`src/rtl/wseq_pkg.sv`:
```
package wseq_pkg;
  localparam int WORD_W = 16;

  localparam logic [3:0] FAM_BRANCH = 4'hE;
  localparam logic [3:0] FAM_STOP   = 4'hF;

  localparam logic [2:0] BR_ALWAYS = 3'd0;
  localparam logic [2:0] BR_ZSET   = 3'd1;
  localparam logic [2:0] BR_ZCLR   = 3'd2;
  localparam logic [2:0] BR_CSET   = 3'd3;
  localparam logic [2:0] BR_CCLR   = 3'd4;
  localparam logic [2:0] BR_CALL   = 3'd5;
  localparam logic [2:0] BR_RET    = 3'd6;
  localparam logic [2:0] BR_BAD    = 3'd7;

  typedef enum logic [1:0] {
    FLG_NONE = 2'd0,
    FLG_CMP  = 2'd1,
    FLG_MUL  = 2'd2,
    FLG_RSV  = 2'd3
  } flag_kind_e;

  typedef enum logic [1:0] {
    TGT_REL  = 2'd0,
    TGT_ABS  = 2'd1,
    TGT_LINK = 2'd2
  } tgt_sel_e;

  typedef struct packed {
    logic     pcAdv;
    logic     pcJump;
    logic     lrSave;
    logic     flagUpd;
    logic     cntInc;
    logic     insLatch;
    tgt_sel_e tgtSel;
  } seq_strobe_t;
endpackage

```
`src/rtl/wseq_datapath.sv`:
```
module wseq_datapath
  import wseq_pkg::*;
#(
  parameter int ADDR_W    = 16,
  parameter int OP_W      = 16,
  parameter int MAX_INSTR = 65536
) (
  input  logic                clk,
  input  logic                rstN,
  input  seq_strobe_t         stb,
  input  logic                selLatched,
  input  logic [WORD_W-1:0]   codeData,
  input  logic [ADDR_W:0]     progLen,
  input  logic [1:0]          flagKind,
  input  logic [OP_W-1:0]     opA,
  input  logic [OP_W-1:0]     opB,
  output logic [ADDR_W:0]     pc,
  output logic                zFlag,
  output logic                cFlag,
  output logic [WORD_W-1:0]   curWord,
  output logic                condMet,
  output logic                tgtBad,
  output logic                fetchBad,
  output logic                budgetDone
);
  localparam int TW = ((ADDR_W > WORD_W) ? ADDR_W : WORD_W) + 2;
  localparam int CW = $clog2(MAX_INSTR + 1);

  logic [ADDR_W:0]   lr;
  logic [WORD_W-1:0] insReg;
  logic [CW-1:0]     execCnt;
  logic [TW-1:0]     pcX, lrX, lenX, offX, absX, tgtFull;

  assign curWord  = selLatched ? insReg : codeData;
  assign pcX      = {{(TW-ADDR_W-1){1'b0}}, pc};
  assign lrX      = {{(TW-ADDR_W-1){1'b0}}, lr};
  assign lenX     = {{(TW-ADDR_W-1){1'b0}}, progLen};
  assign offX     = {{(TW-8){curWord[7]}}, curWord[7:0]};
  assign absX     = {{(TW-WORD_W){1'b0}}, codeData};

  always_comb begin
    case (stb.tgtSel)
      TGT_ABS:  tgtFull = absX;
      TGT_LINK: tgtFull = lrX;
      default:  tgtFull = pcX + offX;
    endcase
  end

  // top bit set means the sum went below zero
  assign tgtBad     = tgtFull[TW-1] || (tgtFull >= lenX);
  assign fetchBad   = (pc >= progLen);
  assign budgetDone = (execCnt == CW'(MAX_INSTR));

  always_comb begin
    case (curWord[10:8])
      BR_ALWAYS, BR_CALL, BR_RET: condMet = 1'b1;
      BR_ZSET: condMet = zFlag;
      BR_ZCLR: condMet = !zFlag;
      BR_CSET: condMet = cFlag;
      BR_CCLR: condMet = !cFlag;
      default: condMet = 1'b0;
    endcase
  end

  always_ff @(posedge clk or negedge rstN) begin
    if (!rstN) begin
      pc      <= '0;
      lr      <= '0;
      insReg  <= '0;
      execCnt <= '0;
      zFlag   <= 1'b0;
      cFlag   <= 1'b0;
    end else begin
      if (stb.pcJump)     pc <= tgtFull[ADDR_W:0];
      else if (stb.pcAdv) pc <= pc + 1'b1;
      if (stb.lrSave)   lr <= pc;
      if (stb.insLatch) insReg <= codeData;
      if (stb.cntInc)   execCnt <= execCnt + 1'b1;
      if (stb.flagUpd) begin
        case (flag_kind_e'(flagKind))
          FLG_CMP: begin
            zFlag <= (opA == opB);
            cFlag <= (opA >= opB);
          end
          FLG_MUL: zFlag <= (opA == '0) || (opB == '0);
          default: ;
        endcase
      end
    end
  end
endmodule

```
`src/rtl/wseq_control.sv`:
```
module wseq_control
  import wseq_pkg::*;
(
  input  logic              clk,
  input  logic              rstN,
  input  logic [WORD_W-1:0] curWord,
  input  logic              condMet,
  input  logic              tgtBad,
  input  logic              fetchBad,
  input  logic              budgetDone,
  input  logic              opErr,
  output seq_strobe_t       stb,
  output logic              selLatched,
  output logic              codeRdEn,
  output logic              opValid,
  output logic              halted,
  output logic              errorOut,
  output logic              budgetOut
);
  typedef enum logic [1:0] {ST_FETCH, ST_EXEC, ST_TGT, ST_HALT} state_e;

  state_e state, stateNxt;
  logic   setErr, setBud, setStop;
  logic   isAbs;
  logic [2:0] brCond;

  assign isAbs      = curWord[11];
  assign brCond     = curWord[10:8];
  assign selLatched = (state == ST_TGT);

  always_comb begin
    stb      = '0;
    stb.tgtSel = TGT_REL;
    stateNxt = state;
    codeRdEn = 1'b0;
    opValid  = 1'b0;
    setErr   = 1'b0;
    setBud   = 1'b0;
    setStop  = 1'b0;
    case (state)
      ST_FETCH: begin
        if (fetchBad)        setErr = 1'b1;
        else if (budgetDone) setBud = 1'b1;
        else begin
          codeRdEn  = 1'b1;
          stb.pcAdv = 1'b1;
          stateNxt  = ST_EXEC;
        end
      end
      ST_EXEC: begin
        stb.cntInc = 1'b1;
        stateNxt   = ST_FETCH;
        if (curWord[15:12] == FAM_STOP) begin
          setStop = 1'b1;
        end else if (curWord[15:12] == FAM_BRANCH) begin
          if (brCond == BR_BAD) begin
            setErr = 1'b1;
          end else if (brCond == BR_RET) begin
            stb.tgtSel = TGT_LINK;
            if (tgtBad) setErr = 1'b1;
            else        stb.pcJump = 1'b1;
          end else if (isAbs) begin
            if (fetchBad) setErr = 1'b1;
            else begin
              codeRdEn     = 1'b1;
              stb.pcAdv    = 1'b1;
              stb.insLatch = 1'b1;
              stateNxt     = ST_TGT;
            end
          end else if (condMet) begin
            if (tgtBad) setErr = 1'b1;
            else begin
              stb.pcJump = 1'b1;
              stb.lrSave = (brCond == BR_CALL);
            end
          end
        end else begin
          opValid = 1'b1;
          if (opErr) setErr = 1'b1;
          else       stb.flagUpd = 1'b1;
        end
      end
      ST_TGT: begin
        stb.tgtSel = TGT_ABS;
        stateNxt   = ST_FETCH;
        if (condMet) begin
          if (tgtBad) setErr = 1'b1;
          else begin
            stb.pcJump = 1'b1;
            stb.lrSave = (brCond == BR_CALL);
          end
        end
      end
      default: ;
    endcase
    if (setErr || setBud || setStop) stateNxt = ST_HALT;
  end

  always_ff @(posedge clk or negedge rstN) begin
    if (!rstN) begin
      state     <= ST_FETCH;
      halted    <= 1'b0;
      errorOut  <= 1'b0;
      budgetOut <= 1'b0;
    end else begin
      state <= stateNxt;
      if (setErr || setBud || setStop) halted <= 1'b1;
      if (setErr) errorOut  <= 1'b1;
      if (setBud) budgetOut <= 1'b1;
    end
  end
endmodule

```
`src/rtl/word_sequencer.sv`:
```
module word_sequencer
  import wseq_pkg::*;
#(
  parameter int ADDR_W    = 16,
  parameter int OP_W      = 16,
  parameter int MAX_INSTR = 65536
) (
  input  logic              clk,
  input  logic              rstN,
  input  logic [ADDR_W:0]   progLen,
  output logic              codeRdEn,
  output logic [ADDR_W-1:0] codeAddr,
  input  logic [15:0]       codeData,
  output logic              opValid,
  output logic [15:0]       opWord,
  input  logic [1:0]        flagKind,
  input  logic [OP_W-1:0]   opA,
  input  logic [OP_W-1:0]   opB,
  input  logic              opErr,
  output logic [ADDR_W:0]   pcOut,
  output logic              flagZ,
  output logic              flagC,
  output logic              halted,
  output logic              errorOut,
  output logic              budgetOut
);
  seq_strobe_t       stb;
  logic              selLatched, condMet, tgtBad, fetchBad, budgetDone;
  logic [WORD_W-1:0] curWord;

  wseq_datapath #(.ADDR_W(ADDR_W), .OP_W(OP_W), .MAX_INSTR(MAX_INSTR)) u_dp (
    .clk(clk), .rstN(rstN), .stb(stb), .selLatched(selLatched),
    .codeData(codeData), .progLen(progLen), .flagKind(flagKind),
    .opA(opA), .opB(opB), .pc(pcOut), .zFlag(flagZ), .cFlag(flagC),
    .curWord(curWord), .condMet(condMet), .tgtBad(tgtBad),
    .fetchBad(fetchBad), .budgetDone(budgetDone)
  );

  wseq_control u_ctl (
    .clk(clk), .rstN(rstN), .curWord(curWord), .condMet(condMet),
    .tgtBad(tgtBad), .fetchBad(fetchBad), .budgetDone(budgetDone),
    .opErr(opErr), .stb(stb), .selLatched(selLatched),
    .codeRdEn(codeRdEn), .opValid(opValid), .halted(halted),
    .errorOut(errorOut), .budgetOut(budgetOut)
  );

  assign codeAddr = pcOut[ADDR_W-1:0];
  assign opWord   = curWord;
endmodule

```
`config.mk`:
```
export PLATFORM = sky130hd
export DESIGN_NAME = word_sequencer
export DESIGN_NICKNAME = d
export VERILOG_FILES = /design/src/rtl/wseq_pkg.sv /design/src/rtl/wseq_datapath.sv /design/src/rtl/wseq_control.sv /design/src/rtl/word_sequencer.sv
export SDC_FILE = /design/constraint.sdc
export NUM_CORES = 1
export LEC_CHECK = 0
export BUFFER_PORTS_ARGS = -buffer_cell sky130_fd_sc_hd__buf_4
export CELL_PAD_IN_SITES_DETAIL_PLACEMENT = 0
export CELL_PAD_IN_SITES_GLOBAL_PLACEMENT = 1
export CORE_ASPECT_RATIO = 1.25
export CORE_UTILIZATION = 46
export CTS_CLUSTER_SIZE = 12
export DETAILED_ROUTE_END_ITERATION = 7
export HOLD_SLACK_MARGIN = 0.03
export PLACE_DENSITY_LB_ADDON = 0.1
export SETUP_SLACK_MARGIN = 0.1
export SLEW_MARGIN = 25
export SYNTH_ARGS = -nofsm -noshare
export SYNTH_HDL_FRONTEND = slang
export SYNTH_HIERARCHICAL = 1
export SYNTH_SLANG_ARGS = --single-unit
```
`constraint.sdc`:
```
create_clock -name clk -period 12.9 [get_ports clk]
set_input_delay 1.935 -clock clk [delete_from_list [all_inputs] [get_ports clk]]
set_output_delay 1.935 -clock clk [all_outputs]
set_load 0.01 [all_outputs]
```
==> flow_metrics.tcl <==
set metrics [dict create \
    synth_most_common_cell "ha_1" \
    num_rows 47 \
    drv_slew 0 \
    via_per_inst 5.84 \
    vias 5621 \
    cts.repair.resized 0 \
    avgSynthCellArea_um2 9.29 \
    rr_startpoint "u_ctl/state[0]" \
    area_growth_pct 19.5 \
    start_util_pct 47.6 \
    peakVddDrop_mv 0.112 \
    layout.cells.non_filler 962 \
    synth_top_area_cell "dfrtp_1" \
    reg2reg_slack_ns 4.95 \
    fp.coreArea_mm2 0.0134 \
    port_buffers 125 \
    synthSimpleGateAreaFrac_pct 15.9 \
    gp_routability_congestion 0.930 \
    setup_viol_count_final 0 \
    synth_cell_types 72 \
    nNetsFinal 935 \
    drtPass1Iterations 5 \
    path_class "in2reg" \
    worstPathArrival_ns 8.41 \
    fmaxAchievable_mhz 123 \
    synth_compound_area_share_pct 16.8 \
    synth.top_cells.by_count "ha_1, dfrtp_1, inv_1" \
    synth_top_family_by_area "compound AO/OA/AOI/OAI gates" \
    hold_violations 0 \
    hp-start "u_dp/execCnt[16]" \
    drv_cap 0 \
    wl_per_cell_um 18.3 \
    grt_pass1_wl_um 28500 \
    hold_buffers 0 \
    wirelength_um 17600 \
    grt_pass1_vias 5603 \
    synth_edf_count 0 \
    holdCritPathClass "reg2reg" \
    num_antenna_cells 0 \
    drive_gt1_share_pct 26.4 \
    r2r_cells 24 \
    min_path_cells 1 \
    critPathMaxFanout 36 \
    synth_top_area_share_pct 29.0 \
    yosys-mux-area-fraction_pct 9.73 \
    place_inst 946 \
    cts_htree_levels 3 \
    startpoint_type "input port" \
    numCtsBuffers 9 \
    required_ns 13.16 \
    die_area_mm2 0.0143 \
    synth_async_sr_flop_share_pct 100 \
    antenna_found_initial 0 \
    yosysSeqAreaShare_pct 29.0 \
    synthXorXnorAreaFrac_pct 6.04 \
    postCtsSetupBuffers 0 \
    ys.flop_type "dfrtp_1" \
    utilization_pct 56.8 \
    worst_pin_slew_ns 1.02 \
    post-route-period-util_pct 63.2 \
    rsz0062_at_grt "false" \
    hold_end "u_dp/execCnt[16]" \
    die_x_um 107 \
    finalSetupTns_ns 0 \
    grt_usage_pct 25.6 \
    die_h_um 134 \
    remaining_drc_errors 0 \
    ant_nets 0 \
    cts_num_sinks 74 \
    ys_ff_latch 74 \
    cp-end-kind "flop" \
    syn-num-nets 836 \
    status "completed" \
    period_minus_slack_ns 8.15 \
    cts_tree "yes" \
    synth_warnings 6 \
    fin_skew_ns 0.00839 \
    synth_fa_ha_area_share_pct 15.6 \
    p_per_area_mw_per_mm2 230 \
    initialDrtViolationCount 220 \
    cts-root-buf "clkbuf_16" \
    hpwlAfterDp_um 13800 \
    slew_headroom_pct 31.8 \
    power_leakage_nw 3.78 \
    syn_inst 687 \
    clk_pin_slew_ns 0.06 \
    grt_max_degree 75 \
    io_pins 126 \
    grt_overflow_total 0 \
    yosys-top-cells-area "dfrtp_1, ha_1, mux2_2" \
    clk_latency_ns 0.34 \
    rr_endpoint "u_dp/pc[12]" \
    synth_area_mm2 0.00638 \
    clockBufferDepth 2 \
]
-- cell families (layout without fill, tap and decap cells) --
logic type,after synthesis,in the layout
AND/OR/NAND/NOR,188,188
AO/OA/AOI/OAI,156,156
adder cells (fa/ha/maj),79,79
multiplexers,56,56
buffers and inverters,90,194
XOR/XNOR,44,44
flip-flops,74,74
-- worst max-delay path by stage --
stage,from,end,slack (ns),cells after the start
6_report,codeData[9],u_dp/pc[12],4.75,23
3_5_place_dp,codeData[9],u_dp/pc[12],4.47,23
2_1_floorplan,codeData[9],u_dp/lr[0],6.01,22
3_3_place_gp,codeData[9],u_dp/pc[12],4.59,23
5_1_grt,codeData[9],u_dp/pc[12],4.38,23
4_1_cts,codeData[9],u_dp/pc[12],4.82,23
-- final cells by class --
type / count / area [um2]
timing repair buffer: 127 / 957
inverter: 51 / 191
clock inverter: 7 / 83.8
multi-input combinational: 523 / 4100
clock buffer: 9 / 225
tap: 171 / 214
sequential: 74 / 1850
fill: 1243 / 5790
-- critical path: stages --
cell and delay (ns):
buf_4 0.13, mux2i_1 0.28, inv_1 0.15, and2_1 0.25, nor4b_2 0.20, ha_1 0.28, buf_4 0.36, clkinv_1 0.46
o21ai_0 0.48, ha_1 0.30, nand2b_1 0.14, a31oi_1 0.17, o21ai_0 0.13, a221oi_1 0.45, o21ai_0 0.17, a221o_1 0.45
nor2b_1 0.19, o211a_1 0.19, a21o_1 0.62, inv_1 0.39, nor2_1 0.39, a22oi_1 0.17, o21ai_1 0.10
-- through the flow --
stage                     area (um2)  power [mW]  hold slack, ns  worst slack (ns)
after global routing            7620        1.90           0.485              4.38
final                           7620        1.75           0.473              4.75
after global placement          7310        1.45           0.457              4.59
after CTS                       7620        1.75           0.472              4.82
after floorplan                 6380        1.15           0.437              6.01
after detailed placement        7310        1.48           0.459              4.47
-- power by group --
| group | internal [mW] | leakage [nW] | switching (mW) | total (mW) |
|---|---|---|---|---|
| registers | 0.304 | 0.966 | 0.109 | 0.412 |
| logic | 0.480 | 2.66 | 0.594 | 1.07 |
| clock network | 0.153 | 0.149 | 0.110 | 0.263 |
-- sequential cells by signal (all words and copies together), names as in the netlist --
| signal | count |
|---|---|
| u_dp/execCnt | 17 |
| u_dp/lr | 17 |
| u_dp/pc | 17 |
| u_dp/insReg | 16 |
| u_ctl/state | 2 |
| u_ctl/budgetOut | 1 |
| u_ctl/errorOut | 1 |
| u_ctl/halted | 1 |
| u_dp/cFlag | 1 |
| u_dp/zFlag | 1 |
-- layer usage --
metal	wire length (um)	track usage, %
met1	7480	32.3
met2	8670	43.3
met3	947	4.50
met4	494	9.67
met5	0	0
-- placed cells by master (no fill, tap or decap), drive strengths merged, types with 20 or more instances in the layout --
cell type	instances
o21ai	32
ha	78
dfrtp	74
nor2	42
nand2	46
xor2	25
buf	127
a21oi	36
mux2	48
a21o	20
inv	53
Power figures use the tool's default switching activity.
